===== src/rtl/regstack_pkg.sv =====
package regstack_pkg;

   // Decoded request class for one cycle
   typedef enum logic [1:0] {
      REQ_IDLE = 2'd0,
      REQ_PUSH = 2'd1,
      REQ_POP  = 2'd2,
      REQ_BAD  = 2'd3
   } req_e;

endpackage


===== src/rtl/regstack_ctrl.sv =====
module regstack_ctrl
   import regstack_pkg::*;
(
   input  logic push_req,
   input  logic pop_req,
   input  logic full,
   input  logic empty,
   output req_e kind
);

   always_comb begin
      kind = REQ_IDLE;
      if (push_req && pop_req)      kind = REQ_BAD;
      else if (push_req)            kind = full  ? REQ_BAD : REQ_PUSH;
      else if (pop_req)             kind = empty ? REQ_BAD : REQ_POP;
   end

endmodule


===== src/rtl/regstack_ptr.sv =====
module regstack_ptr
   import regstack_pkg::*;
#(
   parameter int PTR_W = 6
) (
   input  logic             clk,
   input  logic             rst_n,
   input  req_e             kind,
   output logic [PTR_W-1:0] ptr,
   output logic [PTR_W-1:0] ptr_up,
   output logic             full,
   output logic             empty
);

   logic [PTR_W-1:0] ptr_dn;

   // Pointer keeps only PTR_W bits: arithmetic wraps naturally
   assign ptr_up = ptr + 1'b1;
   assign ptr_dn = ptr - 1'b1;

   always_ff @(posedge clk or negedge rst_n) begin
      if (!rst_n) begin
         ptr   <= '0;
         full  <= 1'b0;
         empty <= 1'b1;
      end else begin
         unique case (kind)
            REQ_PUSH: begin
               ptr   <= ptr_up;
               full  <= (ptr_up == '0);
               empty <= 1'b0;
            end
            REQ_POP: begin
               ptr   <= ptr_dn;
               empty <= (ptr_dn == '0);
               full  <= 1'b0;
            end
            default: ;
         endcase
      end
   end

endmodule


===== src/rtl/regstack_mem.sv =====
module regstack_mem #(
   parameter int DATA_W = 16,
   parameter int PTR_W  = 6
) (
   input  logic              clk,
   input  logic              we,
   input  logic [PTR_W-1:0]  waddr,
   input  logic [DATA_W-1:0] wdata,
   input  logic [PTR_W-1:0]  raddr,
   output logic [DATA_W-1:0] rdata
);

   localparam int DEPTH = 1 << PTR_W;

   logic [DATA_W-1:0] words [DEPTH];

   always_ff @(posedge clk) begin
      if (we) words[waddr] <= wdata;
   end

   assign rdata = words[raddr];

endmodule


===== src/rtl/regstack_top.sv =====
module regstack_top
   import regstack_pkg::*;
#(
   parameter int DATA_W = 16,
   parameter int PTR_W  = 6
) (
   input  logic              clk,
   input  logic              rst_n,
   input  logic              push_req,
   input  logic [DATA_W-1:0] push_data,
   input  logic              pop_req,
   output logic [DATA_W-1:0] pop_data,
   output logic              full,
   output logic              empty,
   output logic              err
);

   // Elaboration-time parameter checks
   generate
      if (DATA_W < 1) begin : g_bad_width
         $error("regstack_top: DATA_W must be at least 1");
      end
      if (PTR_W < 1 || PTR_W > 10) begin : g_bad_ptr
         $error("regstack_top: PTR_W must lie in 1..10");
      end
   endgenerate

   req_e              kind;
   logic [PTR_W-1:0]  ptr;
   logic [PTR_W-1:0]  ptr_up;
   logic [DATA_W-1:0] top_word;

   regstack_ctrl i_ctrl (
      .push_req (push_req),
      .pop_req  (pop_req),
      .full     (full),
      .empty    (empty),
      .kind     (kind)
   );

   regstack_ptr #(.PTR_W(PTR_W)) i_ptr (
      .clk    (clk),
      .rst_n  (rst_n),
      .kind   (kind),
      .ptr    (ptr),
      .ptr_up (ptr_up),
      .full   (full),
      .empty  (empty)
   );

   // Push writes at the incremented pointer; pop reads at the current one
   regstack_mem #(.DATA_W(DATA_W), .PTR_W(PTR_W)) i_mem (
      .clk   (clk),
      .we    (kind == REQ_PUSH),
      .waddr (ptr_up),
      .wdata (push_data),
      .raddr (ptr),
      .rdata (top_word)
   );

   always_ff @(posedge clk or negedge rst_n) begin
      if (!rst_n) begin
         pop_data <= '0;
         err      <= 1'b0;
      end else begin
         err <= (kind == REQ_BAD);
         if (kind == REQ_POP) pop_data <= top_word;
      end
   end

endmodule


===== config.mk =====
export PLATFORM = sky130hd
export DESIGN_NAME = regstack_top
export DESIGN_NICKNAME = d
export VERILOG_FILES = /design/src/rtl/regstack_pkg.sv /design/src/rtl/regstack_ctrl.sv /design/src/rtl/regstack_ptr.sv /design/src/rtl/regstack_mem.sv /design/src/rtl/regstack_top.sv
export SDC_FILE = /design/constraint.sdc
export NUM_CORES = 1
export LEC_CHECK = 0
export BUFFER_PORTS_ARGS = -buffer_cell sky130_fd_sc_hd__buf_2
export CORE_ASPECT_RATIO = 0.6
export CORE_MARGIN = 4
export CORE_UTILIZATION = 49
export CTS_BUF_LIST = sky130_fd_sc_hd__clkbuf_8
export CTS_CLUSTER_DIAMETER = 120
export DETAILED_ROUTE_END_ITERATION = 8
export PLACE_DENSITY_LB_ADDON = 0.2
export SYNTH_ARGS = -nofsm -noshare
export SYNTH_HDL_FRONTEND = slang
export SYNTH_SLANG_ARGS = --single-unit

===== constraint.sdc =====
create_clock -name clk -period 5.56 [get_ports clk]
set_input_delay 0.278 -clock clk [delete_from_list [all_inputs] [get_ports clk]]
set_output_delay 0.278 -clock clk [all_outputs]
set_load 0.01 [all_outputs]

==> results of run 1 <==
==> routing by layer <==
| layer | vias up | GRT usage [%] |
|---|---|---|
| met2 | 1082 | 30.0 |
| met4 | 0 | 6.22 |
| li1 | 8145 | - |
| met3 | 130 | 7.26 |
| met5 | - | 0 |
| met1 | 10759 | 39.8 |
==> logic make-up after synthesis <==
kind of cell | synth area share (%)
flip-flops | 77.6
AND/OR/NAND/NOR | 2.05
buffers and inverters | 1.53
adder cells (fa/ha/maj) | 0.217
AO/OA/AOI/OAI | 3.25
XOR/XNOR | 0.195
multiplexers | 15.1
==> state kept, by name, indices dropped and copies added, names as in the netlist <==
name / cells
i_ptr.ptr: 6
i_ptr.full: 1
err: 1
pop_data: 16
i_ptr.empty: 1
i_mem.words: 1024
==> through the flow <==
stage	setup slack, ps	area (µm²)
2_1_floorplan	2240	40400
3_3_place_gp	1960	42300
6_report	1960	45000
4_1_cts	1930	45000
3_5_place_dp	1950	42300
5_1_grt	1690	45000
==> where the power goes <==
group | internal [µW] | switching, µW | total [µW]
combinational | 2500 | 3560 | 6060
clock | 2790 | 2850 | 5650
sequential | 8960 | 442 | 9400
total | 14300 | 6850 | 21100
==> area by class of cell <==
cell class | instances | area share, %
flip-flops and latches | 1049 | 69.7
multi-input cells | 665 | 18.7
clock buffers | 161 | 4.92
well taps | 1079 | 3.00
repair buffers | 145 | 2.37
clock inverters | 103 | 1.09
inverters | 22 | 0.183
diodes | 2 | 0.0111
==> timing repair <==
action | in CTS | in global routing
setup buffers | 0 | 0
endpoints found under the hold margin | 26 | 0
hold buffers | 4 | 0
==> layout by cell type, fill, tap and decap left out, types with 6 or more instances in the layout <==
| master | count |
|---|---|
| o22ai_1 | 6 |
| buf_2 | 38 |
| o21ai_0 | 12 |
| mux2i_1 | 19 |
| edfxtp_1 | 1024 |
| clkinv_2 | 14 |
| xnor2_1 | 6 |
| clkinv_1 | 35 |
| nand2_1 | 39 |
| nand3_1 | 10 |
| o221ai_1 | 13 |
| ha_1 | 7 |
| buf_4 | 98 |
| nor2b_1 | 13 |
| a21oi_1 | 34 |
| inv_1 | 71 |
| a22oi_1 | 98 |
| dfrtp_1 | 20 |
| nor2_1 | 79 |
| clkbuf_8 | 161 |
| o21ai_1 | 7 |
| mux4_2 | 263 |
==> final timing paths <==
| kind | depth (start not counted) | endpoint | slack, ps | startpoint |
|---|---|---|---|---|
| min in group asynchronous | 2 | pop_data[5] | 190 | rst_n |
| setup reg to reg | 7 | i_mem.words[4][4] | 1960 | i_ptr.ptr[1] |
| hold reg to reg | 2 | i_ptr.empty | 550 | i_ptr.empty |
| hold / removal | 2 | i_mem.words[1][7] | 120 | push_data[7] |
| setup / recovery | 7 | i_mem.words[4][4] | 1960 | i_ptr.ptr[1] |
| max in group asynchronous | 2 | i_ptr.ptr[2] | 4700 | rst_n |
==> impl_metrics.py, run 1 <==
metrics = {
    "global_route": {
        "global_route_wire_length_before_repair_mm": 145,
        "grt_max_degree": 68,
        "grt.total_usage_pct": 23.8,
        "grt_antenna_before_repair": 6,
        "grt_remaining_overflow": 0,
        "number_of_global_route_vias_before_repair": 19582,
    },
    "worst_hold_path": {
        "hp-class": "in2reg",
    },
    "synthesis": {
        "ys_ff_latch": 1049,
        "synth_warnings": 0,
        "mappedNetlistNets": 1869,
        "synth_edf_count": 1024,
        "synth_top_flop_cell": "edfxtp_1",
        "ys_types": 50,
        "instance_count_of_the_mapped_netlist": 1842,
        "synth_area_leaders": "edfxtp_1, mux4_2, a22oi_1, dfrtp_1, nor2_1",
        "synth.top_cells.by_count": "edfxtp_1, mux4_2, a22oi_1",
        "yosysMostFrequentCell": "edfxtp_1",
        "syn_area_per_cell_um2": 21.9,
        "seq_area_frac_synth_pct": 77.6,
        "synth-async-reset-ratio_pct": 2.38,
        "mapped_area_mm2": 0.0404,
        "synth_area_leader_cell": "edfxtp_1",
        "synth_largest_type_area_fraction_pct": 76.1,
    },
    "sta": {
        "timing.final.setup_violations": 0,
        "finalCritPeriodShare_pct": 64.7,
        "finalHoldWorstSlack_ps": 124,
        "totalNegativeSetupSlack_ps": 0,
        "finClkSkew_ps": 32.5,
        "worst_slew_margin_rel_pct": 10.0,
        "clock.fmax_mhz": 278,
        "slew_viol_final": 0,
        "post_layout_min_period_ps": 3600,
        "finalHoldViolations": 0,
        "timing_worst_slew_pin_value_ps": 1350,
        "setup_repair_after_global_routing_missed_its_margin": "false",
    },
    "detailed_routing": {
        "avgRoutedWirePerCell_um": 31.7,
        "met2_wirelength_mm": 40.7,
        "met3_wirelength_mm": 12.1,
        "route.detailed.drc": 0,
        "dr_total_vias": 20116,
        "m1_wire_length_mm": 47.6,
        "detail_route.wirelength_mm": 102,
        "vias_per_cell": 6.24,
        "top_layer": "met4",
        "drtAntennaViolNets": 0,
        "detail_route.iter0.violations": 2787,
        "drtPass1Iterations": 6,
    },
    "setup_path": {
        "path_class": "reg2reg",
        "cp_data_required_time_ps": 6040,
        "timing.critical_path.slowest_stage_cell": "dfrtp_4",
        "critical_path.endpoint_type": "register",
        "critical-path-top-cell-by-count": "nor2_1",
        "cpLargestDelayFamily": "simple AND/OR/NAND/NOR gates",
        "setup.worst_path.start_class": "register",
        "critPathMaxStageDelay_ps": 970,
        "critical_path.cell_chain": "buf_12 -> inv_1 -> ha_1 -> nor2_1 -> nand3_1 -> nor2_1 -> buf_4",
        "timing.critical_path.buf_inv": 3,
        "critical_path_arrival_ps": 4070,
        "critical_path.max_fanout": 51,
    },
    "placement": {
        "gp_routability_congestion": 0.867,
        "placement.io_buffers": 38,
        "post-place-cells": 2956,
        "dpl.hpwl_mm": 58.5,
    },
    "clock_network": {
        "postCtsResizedCells": 0,
        "clock_tree.root_cell": "clkbuf_8",
        "total_cts_buffers": 149,
        "cts.sinks": 1049,
        "worst_skew_pair.late_latency_ps": 830,
        "clock_tree.htree_level_count": 4,
        "clk_pin_slew_ps": 70,
        "clk_path_buf_depth": 3,
        "clock_tree_from_tritoncts": "built",
    },
    "final_layout": {
        "seq_area_mm2": 0.0314,
        "layout-area-overhead-vs-synth_pct": 11.4,
        "area_used_by_multi_input_combinational_logic_mm2": 0.00844,
        "nets": 2059,
        "finalNonFillerCells": 3226,
        "post_route_cells_drive_above_1_share_pct": 27.6,
        "nFillCells": 6097,
        "finish.utilization_pct": 55.2,
    },
    "floorplan": {
        "die_height_um": 231,
        "ios": 39,
        "placement_rows": 81,
        "initial_utilization_pct": 49.6,
        "placeableCoreArea_mm2": 0.0816,
        "die_w_um": 379,
        "total_die_area_mm2": 0.0873,
    },
    "pwr": {
        "fin_total_pwr_uw": 21100,
        "power.leakage_uw": 0.0144,
        "powerDensity_mw_per_mm2": 469,
        "vdd_drop_max_uv": 313,
    },
    "status": {
        "outcome": "complete, no violations",
    },
    "run": {
        "timing.max_cap.violations": 0,
    },
}
Power figures use the tool's default switching activity.
==> run 2: changes to the inputs <==
ABC_AREA = 1   (was default)
clock period = 3.2 ns   (was 5.56 ns; I/O delays follow)
==> run 2 against run 1 <==
Net effect:
- sequential power grew 69%
- critical path depth grew 3
- design area is 11% higher
- critical endpoint is now i_mem.words[5][14]
- largest cell class unchanged
- register-to-register slack got worse by 1800 ps
- count of clock-buffer cells in the layout decreased by 1
- critical path type unchanged
- non-clock buffer count increased by 60
- worst setup slack got worse by 1800 ps
- sequential share of layout area decreased by 7.2 points
==> impl_metrics.py, run 2 <==
metrics = {
    "clock_network": {
        "clk_pin_slew_ps": 70,
        "clock_tree.root_cell": "clkbuf_8",
        "clk_path_buf_depth": 3,
        "clock_tree_from_tritoncts": "built",
        "post-cts-setup-buffer-count": 0,
        "worst_skew_pair.late_latency_ps": 820,
        "cts.sinks": 1049,
        "total_cts_buffers": 152,
        "clock_tree.htree_level_count": 4,
    },
    "detailed_routing": {
        "route.detailed.drc": 0,
        "drtPass1Iterations": 6,
        "avgRoutedWirePerCell_um": 21.7,
        "vias_per_cell": 5.25,
        "dr_total_vias": 30495,
        "detail_route.wirelength_mm": 126,
        "detail_route.iter0.violations": 3871,
        "drtAntennaViolNets": 0,
    },
    "pwr": {
        "powerDensity_mw_per_mm2": 816,
        "vdd_drop_max_uv": 1090,
        "power.leakage_uw": 0.0211,
    },
    "setup_path": {
        "rr_worst_depth": 10,
        "timing.critical_path.slowest_stage_cell": "dlygate4sd3_1",
        "cp_data_required_time_ps": 3700,
        "path_class": "reg2reg",
        "setup.worst_path.end": "i_mem.words[5][14]",
        "critPathMaxStageDelay_ps": 570,
        "path_depth": 10,
        "critical_path_arrival_ps": 3560,
        "cpLargestDelayFamily": "buffers and inverters",
        "critical_path.max_fanout": 16,
        "critical_path.cell_chain": "a21oi_1 -> dlygate4sd3_1 -> inv_1 -> ha_1 -> inv_1 -> nor2_1 -> nand2_1 -> buf_4 -> nor2_1 -> buf_4",
        "timing.critical_path.buf_inv": 5,
        "setup.worst_path.start_class": "register",
        "critical_path.endpoint_type": "register",
        "reg_to_reg_setup_timing_slack_ps": 130,
        "worstReg2RegStart": "i_ptr.empty",
        "critical_path.reg2reg.endpoint": "i_mem.words[5][14]",
        "setup.worst_path.start": "i_ptr.empty",
    },
    "synthesis": {
        "syn_area_per_cell_um2": 10.5,
        "mapped_area_mm2": 0.0452,
        "synth_area_leaders": "edfxtp_1, nand2_1, nand3_1, inv_1, dfrtp_1",
        "instance_count_of_the_mapped_netlist": 4329,
        "seq_area_frac_synth_pct": 69.3,
        "mappedNetlistNets": 4356,
        "synth-async-reset-ratio_pct": 2.38,
        "synth.top_cells.by_count": "nand2_1, edfxtp_1, inv_1",
        "synth_area_leader_cell": "edfxtp_1",
        "synth_warnings": 0,
        "synth_top_flop_cell": "edfxtp_1",
        "yosysMostFrequentCell": "nand2_1",
        "synth_largest_type_area_fraction_pct": 68.0,
        "ys_ff_latch": 1049,
        "ys_types": 28,
        "synth_edf_count": 1024,
    },
    "final_layout": {
        "area_used_by_multi_input_combinational_logic_mm2": 0.0109,
        "finish.utilization_pct": 54.7,
        "seq_area_mm2": 0.0314,
        "final_common_cell": "nand2_1",
        "layout-area-overhead-vs-synth_pct": 10.9,
        "layout_top_registers": "i_mem.words: 1024 flops, pop_data: 16 flops, i_ptr.ptr: 6 flops",
        "largest_reg_flops": 1024,
        "regMostFlops": "i_mem.words",
        "nFillCells": 7973,
        "post_route_cells_drive_above_1_share_pct": 10.4,
        "final_cell_mix": "nand2_1, edfxtp_1, inv_1, nand3_1, clkbuf_8",
        "nets": 4486,
        "postLayoutCellArea_mm2": 0.0502,
    },
    "run": {
        "timing.max_cap.violations": 0,
    },
    "global_route": {
        "use_met3_pct": 8.24,
        "grt_use_met2_pct": 34.1,
        "groute.layer.met1.usage_pct": 39.2,
        "grt.total_usage_pct": 25.6,
        "grt_antenna_before_repair": 10,
        "grt_busiest_layer": "met1",
        "number_of_global_route_vias_before_repair": 27958,
        "global_route_wire_length_before_repair_mm": 185,
        "grt_remaining_overflow": 0,
        "grt_max_degree": 160,
    },
    "placement": {
        "dpl_worst_slack_ps": 447,
        "gp_routability_congestion": 0.943,
        "placement.io_buffers": 38,
        "dpl.hpwl_mm": 74.4,
        "placement.cell_area_mm2": 0.0473,
    },
    "worst_hold_path": {
        "hp-class": "in2reg",
    },
    "sta": {
        "totalNegativeSetupSlack_ps": 0,
        "post_layout_min_period_ps": 3070,
        "finalCritPeriodShare_pct": 95.8,
        "timing_worst_slew_pin_value_ps": 1040,
        "finalHoldViolations": 0,
        "timing.final.setup_violations": 0,
        "slew_viol_final": 0,
        "setup_repair_after_global_routing_missed_its_margin": "false",
        "clock.fmax_mhz": 326,
        "worst_slew_margin_rel_pct": 30.5,
        "finClkSkew_ps": 20.3,
        "postLayoutSetupSlackWorst_ps": 134,
    },
    "floorplan": {
        "total_die_area_mm2": 0.0974,
        "placement_rows": 86,
        "initial_utilization_pct": 49.4,
        "die_height_um": 243,
        "placeableCoreArea_mm2": 0.0917,
        "ios": 39,
        "die_w_um": 400,
    },
    "status": {
        "outcome": "complete, no violations",
    },
}
run 2: changes by cell type in the layout (fill, tap and decap cells not counted), moves of 19 or more:
| cell | previous run | this run |
|---|---|---|
| nand2_1 | 39 | 1687 |
| inv_1 | 71 | 574 |
| nand3_1 | 10 | 503 |
| mux4_2 | 263 | 0 |
| a22oi_1 | 98 | 0 |
| or2_2 | 1 | 96 |
| o211ai_1 | 1 | 68 |
| buf_4 | 98 | 128 |
| nor2_1 | 79 | 105 |
| o21ai_0 | 12 | 34 |
| mux2i_1 | 19 | 0 |
run 2: kinds of logic (layout without fill, tap and decap cells):
logic type / after synthesis / count (layout) / share of synthesized area (%)
and+or+nand+nor: 2397 / 2397 / 21.9
DFF: 1049 / 1049 / 69.3
buffers and inverters: 744 / 990 / 6.66
AOI/OAI and AO/OA: 124 / 124 / 1.77
xor gates and xnor gates: 8 / 8 / 0.171
adders and majority gates: 7 / 7 / 0.194
other: 0 / 2 / 0
run 2: worst reg2reg max path, stage by stage (launching register included):
cell           delay, ps
dfstp_2              550
a21oi_1               90
dlygate4sd3_1        570
inv_1                 90
ha_1                 160
inv_1                 40
nor2_1               210
nand2_1              270
buf_4                240
nor2_1               200
buf_4                310
run 2: layout make-up:
class	count	share of cell area, %
Antenna cell	2	0.00997
Inverter	515	3.89
Timing Repair Buffer	205	3.51
Tap cell	1232	3.07
Clock buffer	160	4.39
Sequential cell	1049	62.5
Clock inverter	110	0.960
Multi-Input combinational cell	2536	21.6
run 2: through the flow:
step	cells	hold WS (ps)	power [µW]
final	5809	76.2	41000
after global routing	5808	53.3	43200
after CTS	5807	0.0262	40900
after detailed placement	5520	247	31100
after global placement	5520	247	31000
after floorplan	4329	-136	25800
run 2: what timing repair did:
item | in CTS | in global routing
resized for setup | 0 | 1
endpoints found under the hold margin | 386 | 0
hold buffers | 17 | 0
setup endpoints to repair | 0 | 6
run 2: worst min-delay path by stage:
stage                          end  slack (ps)     startpoint  depth (start not counted)
2_1_floorplan                  err        -140          rst_n                          0
3_3_place_gp                   err         250          rst_n                          1
3_5_place_dp                   err         250          rst_n                          1
4_1_cts        i_mem.words[36][12]        0.03  push_data[12]                          1
5_1_grt        i_mem.words[36][12]          50  push_data[12]                          1
6_report       i_mem.words[47][12]          80  push_data[12]                          1
run 2: power breakdown:
| group | switching (µW) | internal (µW) | leakage (µW) |
|---|---|---|---|
| combinational | 11200 | 4110 | 0.00995 |
| sequential | 316 | 15600 | 0.00951 |
| clock | 5100 | 4690 | 0.00161 |
| total | 16600 | 24400 | 0.0211 |
run 2: per-layer routing:
metal / vias up / wire (µm)
li1: 14387 / -
met1: 14470 / 56700
met2: 1433 / 50400
met3: 203 / 15200
met4: 2 / 3500
met5: - / 13
